<file path="src/rtl/cec_pkg.sv">
package cec_pkg;

  typedef enum logic [1:0] {
    KIND_READ     = 2'd0,
    KIND_WRITE    = 2'd1,
    KIND_ATOM     = 2'd2,
    KIND_ATOM_RET = 2'd3
  } req_kind_e;

  localparam int NUM_CNT   = 9;
  localparam int CNT_REQ   = 0;
  localparam int CNT_BYTES = 1;
  localparam int CNT_HIT   = 2;
  localparam int CNT_MISS  = 3;
  localparam int CNT_RD    = 4;
  localparam int CNT_WR    = 5;
  localparam int CNT_ATOM  = 6;
  localparam int CNT_STRM  = 7;
  localparam int CNT_PROBE = 8;

endpackage

</file>
<file path="src/rtl/cec_sat_counter.sv">
module cec_sat_counter #(
  parameter int W    = 32,
  parameter int STEP = 1
) (
  input  logic         clk,
  input  logic         rst_n,
  input  logic         clr,
  input  logic         inc,
  output logic [W-1:0] value
);

  logic [W:0] sum;

  assign sum = {1'b0, value} + (W+1)'(STEP);

  always_ff @(posedge clk) begin
    if (!rst_n)      value <= '0;
    else if (clr)    value <= '0;
    else if (inc)    value <= sum[W] ? '1 : sum[W-1:0];
  end


  monotonic_chk: assert property (@(posedge clk) disable iff (!rst_n)
    !clr |=> (value >= $past(value)));


  saturate_hold_chk: assert property (@(posedge clk) disable iff (!rst_n)
    (!clr && value == '1) |=> (value == '1));


  clear_zero_chk: assert property (@(posedge clk) disable iff (!rst_n)
    clr |=> (value == '0));

endmodule

</file>
<file path="src/rtl/cec_miss_table.sv">
module cec_miss_table #(
  parameter int DEPTH = 8,
  parameter int AW    = 32
) (
  input  logic          clk,
  input  logic          rst_n,
  input  logic [AW-1:0] look_addr,
  input  logic          alloc,
  input  logic          fill_valid,
  input  logic [AW-1:0] fill_addr,
  output logic          hit_pending,
  output logic          full
);

  localparam int OCC_W = $clog2(DEPTH + 1);

  logic [DEPTH-1:0] vld_q;
  logic [AW-1:0]    tag_q [DEPTH];
  logic [DEPTH-1:0] look_match;
  logic [DEPTH-1:0] fill_match;
  logic [DEPTH-1:0] free_oh;
  logic             found;

  for (genvar i = 0; i < DEPTH; i++) begin : g_entry
    assign look_match[i] = vld_q[i] && (tag_q[i] == look_addr);
    assign fill_match[i] = fill_valid && vld_q[i] && (tag_q[i] == fill_addr);

    always_ff @(posedge clk) begin
      if (!rst_n)                     tag_q[i] <= '0;
      else if (alloc && free_oh[i])   tag_q[i] <= look_addr;
    end
  end

  always_comb begin
    free_oh = '0;
    found   = 1'b0;
    for (int i = 0; i < DEPTH; i++) begin
      if (!vld_q[i] && !found) begin
        free_oh[i] = 1'b1;
        found      = 1'b1;
      end
    end
  end

  always_ff @(posedge clk) begin
    if (!rst_n) vld_q <= '0;
    else        vld_q <= (vld_q & ~fill_match) | (alloc ? free_oh : '0);
  end

  assign hit_pending = |look_match;
  assign full        = &vld_q;


  single_match_chk: assert property (@(posedge clk) disable iff (!rst_n)
    $onehot0(look_match) && $onehot0(fill_match));


  no_alloc_when_full_chk: assert property (@(posedge clk) disable iff (!rst_n)
    alloc |-> !full);


  alloc_grows_chk: assert property (@(posedge clk) disable iff (!rst_n)
    (alloc && !(|fill_match)) |=>
      (OCC_W'($countones(vld_q)) == OCC_W'($countones($past(vld_q)) + 1)));


  fill_shrinks_chk: assert property (@(posedge clk) disable iff (!rst_n)
    (!alloc && (|fill_match)) |=>
      (OCC_W'($countones(vld_q)) + OCC_W'(1) == OCC_W'($countones($past(vld_q)))));

endmodule

</file>
<file path="src/rtl/cec_event_decode.sv">
module cec_event_decode
  import cec_pkg::*;
(
  input  logic               accept,
  input  req_kind_e          kind,
  input  logic               stream,
  input  logic               probe,
  input  logic               is_hit,
  input  logic               is_miss,
  output logic [NUM_CNT-1:0] inc
);

  always_comb begin
    inc            = '0;
    inc[CNT_REQ]   = accept;
    inc[CNT_BYTES] = accept;
    inc[CNT_HIT]   = accept && is_hit;
    inc[CNT_MISS]  = accept && is_miss;
    inc[CNT_RD]    = accept && (kind == KIND_READ);
    inc[CNT_WR]    = accept && (kind == KIND_WRITE);
    inc[CNT_ATOM]  = accept && ((kind == KIND_ATOM) || (kind == KIND_ATOM_RET));
    inc[CNT_STRM]  = accept && stream;
    inc[CNT_PROBE] = accept && probe;
  end

endmodule

</file>
<file path="src/rtl/cache_event_counter.sv">
module cache_event_counter
  import cec_pkg::*;
#(
  parameter int AW         = 32,
  parameter int DEPTH      = 8,
  parameter int CNT_W      = 32,
  parameter int LINE_BYTES = 128
) (
  input  logic             clk,
  input  logic             rst_n,
  input  logic             req_valid,
  output logic             req_ready,
  input  logic [AW-1:0]    req_addr,
  input  logic [1:0]       req_kind,
  input  logic             req_stream,
  input  logic             req_probe,
  input  logic             req_hit,
  input  logic             fill_valid,
  input  logic [AW-1:0]    fill_addr,
  input  logic             cnt_clr,
  input  logic [3:0]       cnt_sel,
  output logic [CNT_W-1:0] cnt_value,
  output logic             stall
);

  localparam int SEL_W = 4;

  logic               pend_hit;
  logic               tbl_full;
  logic               true_miss;
  logic               accept;
  logic [NUM_CNT-1:0] inc_vec;
  logic [CNT_W-1:0]   cnt_q [NUM_CNT];

  assign true_miss = req_valid && !req_hit && !pend_hit;
  assign stall     = true_miss && tbl_full;
  assign req_ready = !stall;
  assign accept    = req_valid && req_ready;

  cec_miss_table #(.DEPTH(DEPTH), .AW(AW)) u_table (
    .clk         (clk),
    .rst_n       (rst_n),
    .look_addr   (req_addr),
    .alloc       (accept && true_miss),
    .fill_valid  (fill_valid),
    .fill_addr   (fill_addr),
    .hit_pending (pend_hit),
    .full        (tbl_full)
  );

  cec_event_decode u_decode (
    .accept  (accept),
    .kind    (req_kind_e'(req_kind)),
    .stream  (req_stream),
    .probe   (req_probe),
    .is_hit  (req_hit || pend_hit),
    .is_miss (true_miss),
    .inc     (inc_vec)
  );

  for (genvar g = 0; g < NUM_CNT; g++) begin : g_cnt
    localparam int STEP = (g == CNT_BYTES) ? LINE_BYTES : 1;
    cec_sat_counter #(.W(CNT_W), .STEP(STEP)) u_cnt (
      .clk   (clk),
      .rst_n (rst_n),
      .clr   (cnt_clr),
      .inc   (inc_vec[g]),
      .value (cnt_q[g])
    );
  end

  always_comb begin
    cnt_value = '0;
    for (int i = 0; i < NUM_CNT; i++) begin
      if (cnt_sel == SEL_W'(i)) cnt_value = cnt_q[i];
    end
  end


  hold_stable_chk: assert property (@(posedge clk) disable iff (!rst_n)
    (req_valid && !req_ready) |=> (req_valid && $stable(req_addr) && $stable(req_hit)));


  hit_never_stalls_chk: assert property (@(posedge clk) disable iff (!rst_n)
    (req_valid && req_hit) |-> req_ready);


  req_count_step_chk: assert property (@(posedge clk) disable iff (!rst_n)
    (!accept && !cnt_clr) |=> $stable(cnt_q[CNT_REQ]));

endmodule

</file>
<file path="config.mk">
export PLATFORM = sky130hd
export DESIGN_NAME = cache_event_counter
export DESIGN_NICKNAME = d
export VERILOG_FILES = /design/src/rtl/cec_pkg.sv /design/src/rtl/cec_sat_counter.sv /design/src/rtl/cec_miss_table.sv /design/src/rtl/cec_event_decode.sv /design/src/rtl/cache_event_counter.sv
export SDC_FILE = /design/constraint.sdc
export NUM_CORES = 1
export LEC_CHECK = 0
export ABC_AREA = 1
export ABC_CLOCK_PERIOD_IN_PS = 6550
export BUFFER_PORTS_ARGS = -buffer_cell sky130_fd_sc_hd__buf_2
export CAP_MARGIN = 20
export CORE_MARGIN = 2
export CORE_UTILIZATION = 40
export CTS_BUF_LIST = sky130_fd_sc_hd__clkbuf_4
export DETAILED_ROUTE_END_ITERATION = 7
export MAX_ROUTING_LAYER = met4
export SLEW_MARGIN = 5
export SYNTH_ARGS = -nofsm -noshare
export SYNTH_HDL_FRONTEND = slang
export SYNTH_HIERARCHICAL = 1
export SYNTH_SLANG_ARGS = --single-unit
</file>
<file path="constraint.sdc">
create_clock -name clk -period 6.55 [get_ports clk]
set_input_delay 1.965 -clock clk [delete_from_list [all_inputs] [get_ports clk]]
set_output_delay 1.965 -clock clk [all_outputs]
set_load 0.01 [all_outputs]
</file>
==> metrics.txt <==
Post-synth ARST share=0%; sum of routed wire length over all layers=159 mm; highest clock frequency the design can meet=157 MHz; H-tree Lvls=4; area of the die=92900 sq um; destination of the worst register-to-register timing path=g_cnt[8].u_cnt/value[29]$_SDFFE_PP0P_; WL per Instance=23.6 um; WS Path Type=in -> out; worst ir drop on vdd=0.161 mV; number of cells on the worst hold path=2; final hold vios=0; FP Rows=110; Worst setup SP type=input port; CTS tree=yes; global route overflow=0; total clock buffers created by CTS=163; number of flops mapped to enable cells by yosys=256; leading register cell type out of synthesis=sky130_fd_sc_hd__dfxtp_1; overall die width=305 um; post-synthesis cell type with the largest combined area=sky130_fd_sc_hd__edfxtp_1; CP Capture Type=primary output; post-synthesis net count=5308; Worst Path Arrival=4420 ps; vertical die dimension=305 um; number of hold-repair buffers added at the cts stage=0; number of global-route vias before repair=33300; path class of the lowest-slack min-delay path=reg -> reg; wire length of the first global-routing pass=228 mm; Crit Reg-Reg Startpoint=u_table/tag_q[1][30]$_SDFFCE_PN0P_; post-route insts no fill=6745; setup repair after global routing missed its margin=false; Syn Inst Count=5221; share of layout cells above drive strength 1=14.8%; max cap viols=0; worst-skew pair later-pin latency=1100 ps; final total negative setup slack=0 ps; First DRT Iteration DRCs=4527; worst-case reg-to-reg path depth=26; placer's final routability congestion estimate=1.08; Max Fanout on Critical Path=10; DP HPWL=124 mm; number of antenna violations at the first check in global routing=9; part of the cycle the worst path needs=97.4%; Reg2Reg Setup Slack=2150 ps; Crit-path slowest cell=sky130_fd_sc_hd__o21ai_0; Avg Cell Area, Syn=6.93 sq um; number of placed instances with taps included=6452; final hold slack=522 ps; number of post-CTS setup repair buffers=0; CTS sink count=546; drc violations=0; largest incremental delay on the critical path=650 ps; final net count=5528; Min-Delay Endpoint=u_table/vld_q[6]$_SDFF_PN0_; vias after detailed routing=36600; Worst Tran Pin Value=1080 ps; yosys synthesis warning count=6; worst rel slew slack=27.6%; HP Start=u_table/vld_q[6]$_SDFF_PN0_; worst-path cell chain=buf_2, buf_4, o21ai_0, nor2_1, nand2_1, nor2_1, nand4_1, nand2_1, nor2_1, nand2_1, or2_2, nor2_1, nand2_1, inv_1, buf_2; Synth-to-Final Area Change=12.0%; iteration count of the initial detailed-routing pass=6; post-synth design cell area=36200 sq um; worst path required time=4590 ps; Core Area=89900 sq um; worst setup skew after layout=98.1 ps; detailed-route vias per instance=5.43; run status=finished clean; number of different library cells in the post-synthesis netlist=44; effective utilization at floorplan=40.3%; Power Density=200 nW/um^2; area share of the leading cell type in the synthesized netlist=21.2%; total setup violations reported at the end of the flow=0; port bufs=111; minimum period implied by the final worst setup slack=6380 ps; Post-DRT Antenna Nets=0; maximum number of pins on one net before global-route repair=92; overall track demand over capacity in global routing=34.5%; Top Ports=112; main area contributors after synthesis=sky130_fd_sc_hd__edfxtp_1 (21%), sky130_fd_sc_hd__dfxtp_1 (16%), sky130_fd_sc_hd__nand2_1 (15%); Clock transition at path regs=70 ps; CTS root buf=sky130_fd_sc_hd__clkbuf_4; post-synthesis register bit count=546; maximum root-to-sink buffer count=3; leakage power of the design=0.0170 uW; share of the yosys chip area belonging to registers=37.3%; Slew Viols, Final=0
==> what timing repair did <==
item                                    CTS  global route
endpoints found under the setup margin    0             1
gates resized for setup                   0             1
endpoints found under the hold margin     0             0
==> routing by layer <==
metal  routed length, um  up-vias  track usage, %
met5                   0        -               -
met4                4620        0            11.1
met3               15200      244            6.43
met2               67900     1818            49.9
met1               71400    17400            48.3
li1                    -    17200               -
==> where the power goes <==
part | switching [uW] | leakage, uW | internal, uW | total, uW
Clock | 1640 | 0.00125 | 1840 | 3480
Combinational | 645 | 0.0108 | 244 | 889
Sequential | 109 | 0.00497 | 3640 | 3750
Total | 2390 | 0.0170 | 5730 | 8120
==> worst max path at each step <==
stage                      start                                end  slack (ps)
floorplan           req_addr[15]  u_table/tag_q[0][0]$_SDFFCE_PN0P_          70
global placement     req_addr[9]                              stall         190
detailed placement   req_addr[9]                              stall         230
CTS                  req_addr[9]                              stall         220
global route         req_addr[9]                              stall          50
finish               req_addr[9]                              stall         170
==> stage by stage <==
stage	power [uW]	setup slack (ps)	area, sq um	utilization (%)
2_1_floorplan	4230	66.1	36200	-
3_3_place_gp	4670	190	38400	42.7
3_5_place_dp	4670	226	38400	42.7
4_1_cts	8160	219	40500	45.1
5_1_grt	8420	46.1	40500	45.1
6_report	8120	167	40500	45.1
==> worst max-delay path, delay by kind of cell <==
family / cells / cell delay (ps)
simple gates: 10 / 1220
buf+inv: 4 / 560
compound gates: 1 / 650
==> cells in the mapped netlist (2+ instances only) <==
cell type,instances
sky130_fd_sc_hd__a21oi_1,145
sky130_fd_sc_hd__a21oi_2,64
sky130_fd_sc_hd__a31oi_1,19
sky130_fd_sc_hd__a31oi_2,24
sky130_fd_sc_hd__buf_1,5
sky130_fd_sc_hd__buf_2,95
sky130_fd_sc_hd__buf_4,18
sky130_fd_sc_hd__buf_6,23
sky130_fd_sc_hd__clkbuf_1,68
sky130_fd_sc_hd__clkinv_1,15
sky130_fd_sc_hd__dfxtp_1,290
sky130_fd_sc_hd__edfxtp_1,256
sky130_fd_sc_hd__ha_1,9
sky130_fd_sc_hd__inv_1,611
sky130_fd_sc_hd__inv_2,9
sky130_fd_sc_hd__mux2i_1,8
sky130_fd_sc_hd__nand2_1,1438
sky130_fd_sc_hd__nand2_2,51
sky130_fd_sc_hd__nand2_4,11
sky130_fd_sc_hd__nand3_1,350
sky130_fd_sc_hd__nand3_2,9
sky130_fd_sc_hd__nand3b_1,52
sky130_fd_sc_hd__nand4_1,178
sky130_fd_sc_hd__nor2_1,803
sky130_fd_sc_hd__nor2_2,40
sky130_fd_sc_hd__nor2_4,24
sky130_fd_sc_hd__nor2_8,9
sky130_fd_sc_hd__nor3_1,60
sky130_fd_sc_hd__nor3_4,3
sky130_fd_sc_hd__o2111ai_1,2
sky130_fd_sc_hd__o211ai_1,5
sky130_fd_sc_hd__o21ai_0,116
sky130_fd_sc_hd__o21bai_1,2
sky130_fd_sc_hd__o221ai_1,4
sky130_fd_sc_hd__o22ai_1,41
sky130_fd_sc_hd__or2_0,17
sky130_fd_sc_hd__or2_2,38
sky130_fd_sc_hd__xnor2_1,187
sky130_fd_sc_hd__xor2_1,117
==> layout by cell type, fill, tap and decap left out, types with 41 or more instances in the layout <==
cell type and count:
sky130_fd_sc_hd__nand2_1 1432, sky130_fd_sc_hd__nor2_1 800, sky130_fd_sc_hd__inv_1 610, sky130_fd_sc_hd__nand3_1 349, sky130_fd_sc_hd__dfxtp_1 290, sky130_fd_sc_hd__edfxtp_1 256
sky130_fd_sc_hd__clkbuf_4 241, sky130_fd_sc_hd__xnor2_1 187, sky130_fd_sc_hd__nand4_1 178, sky130_fd_sc_hd__a21oi_1 145, sky130_fd_sc_hd__buf_4 145, sky130_fd_sc_hd__xor2_1 117
sky130_fd_sc_hd__o21ai_0 114, sky130_fd_sc_hd__buf_2 111, sky130_fd_sc_hd__a21oi_2 64, sky130_fd_sc_hd__nor3_1 60, sky130_fd_sc_hd__nand2_2 57, sky130_fd_sc_hd__nand3b_1 52
sky130_fd_sc_hd__nor2_2 42, sky130_fd_sc_hd__o22ai_1 41
==> cells by family (layout without fill, tap and decap cells) <==
kind of cell	count (synthesis)	after routing	share of synthesized area (%)
and+or+nand+nor	3086	3086	37.7
buffers and inverters	844	1184	9.75
DFF	546	546	37.3
AOI/OAI and AO/OA	424	424	7.35
xor gates and xnor gates	304	304	7.36
adders and majority gates	9	9	0.311
muxes	8	8	0.221
other	0	8	0
==> layout make-up <==
| cell class | count | area, sq um |
|---|---|---|
| antenna | 8 | 20.0 |
| clock buffer | 241 | 1810 |
| clock inverter | 44 | 318 |
| fill | 9543 | 49400 |
| inverter | 635 | 2390 |
| multi-input combinational | 3831 | 19200 |
| sequential | 546 | 13500 |
| tap | 1176 | 1470 |
| timing repair buffer | 264 | 1800 |
==> flip-flops by register name, indices dropped and copies added (netlist names) <==
| name | flops |
|---|---|
| u_table/vld_q | 8 |
| g_cnt.u_cnt/value | 282 |
| u_table/tag_q | 256 |
No activity file was read; power rests on OpenSTA's default activity.
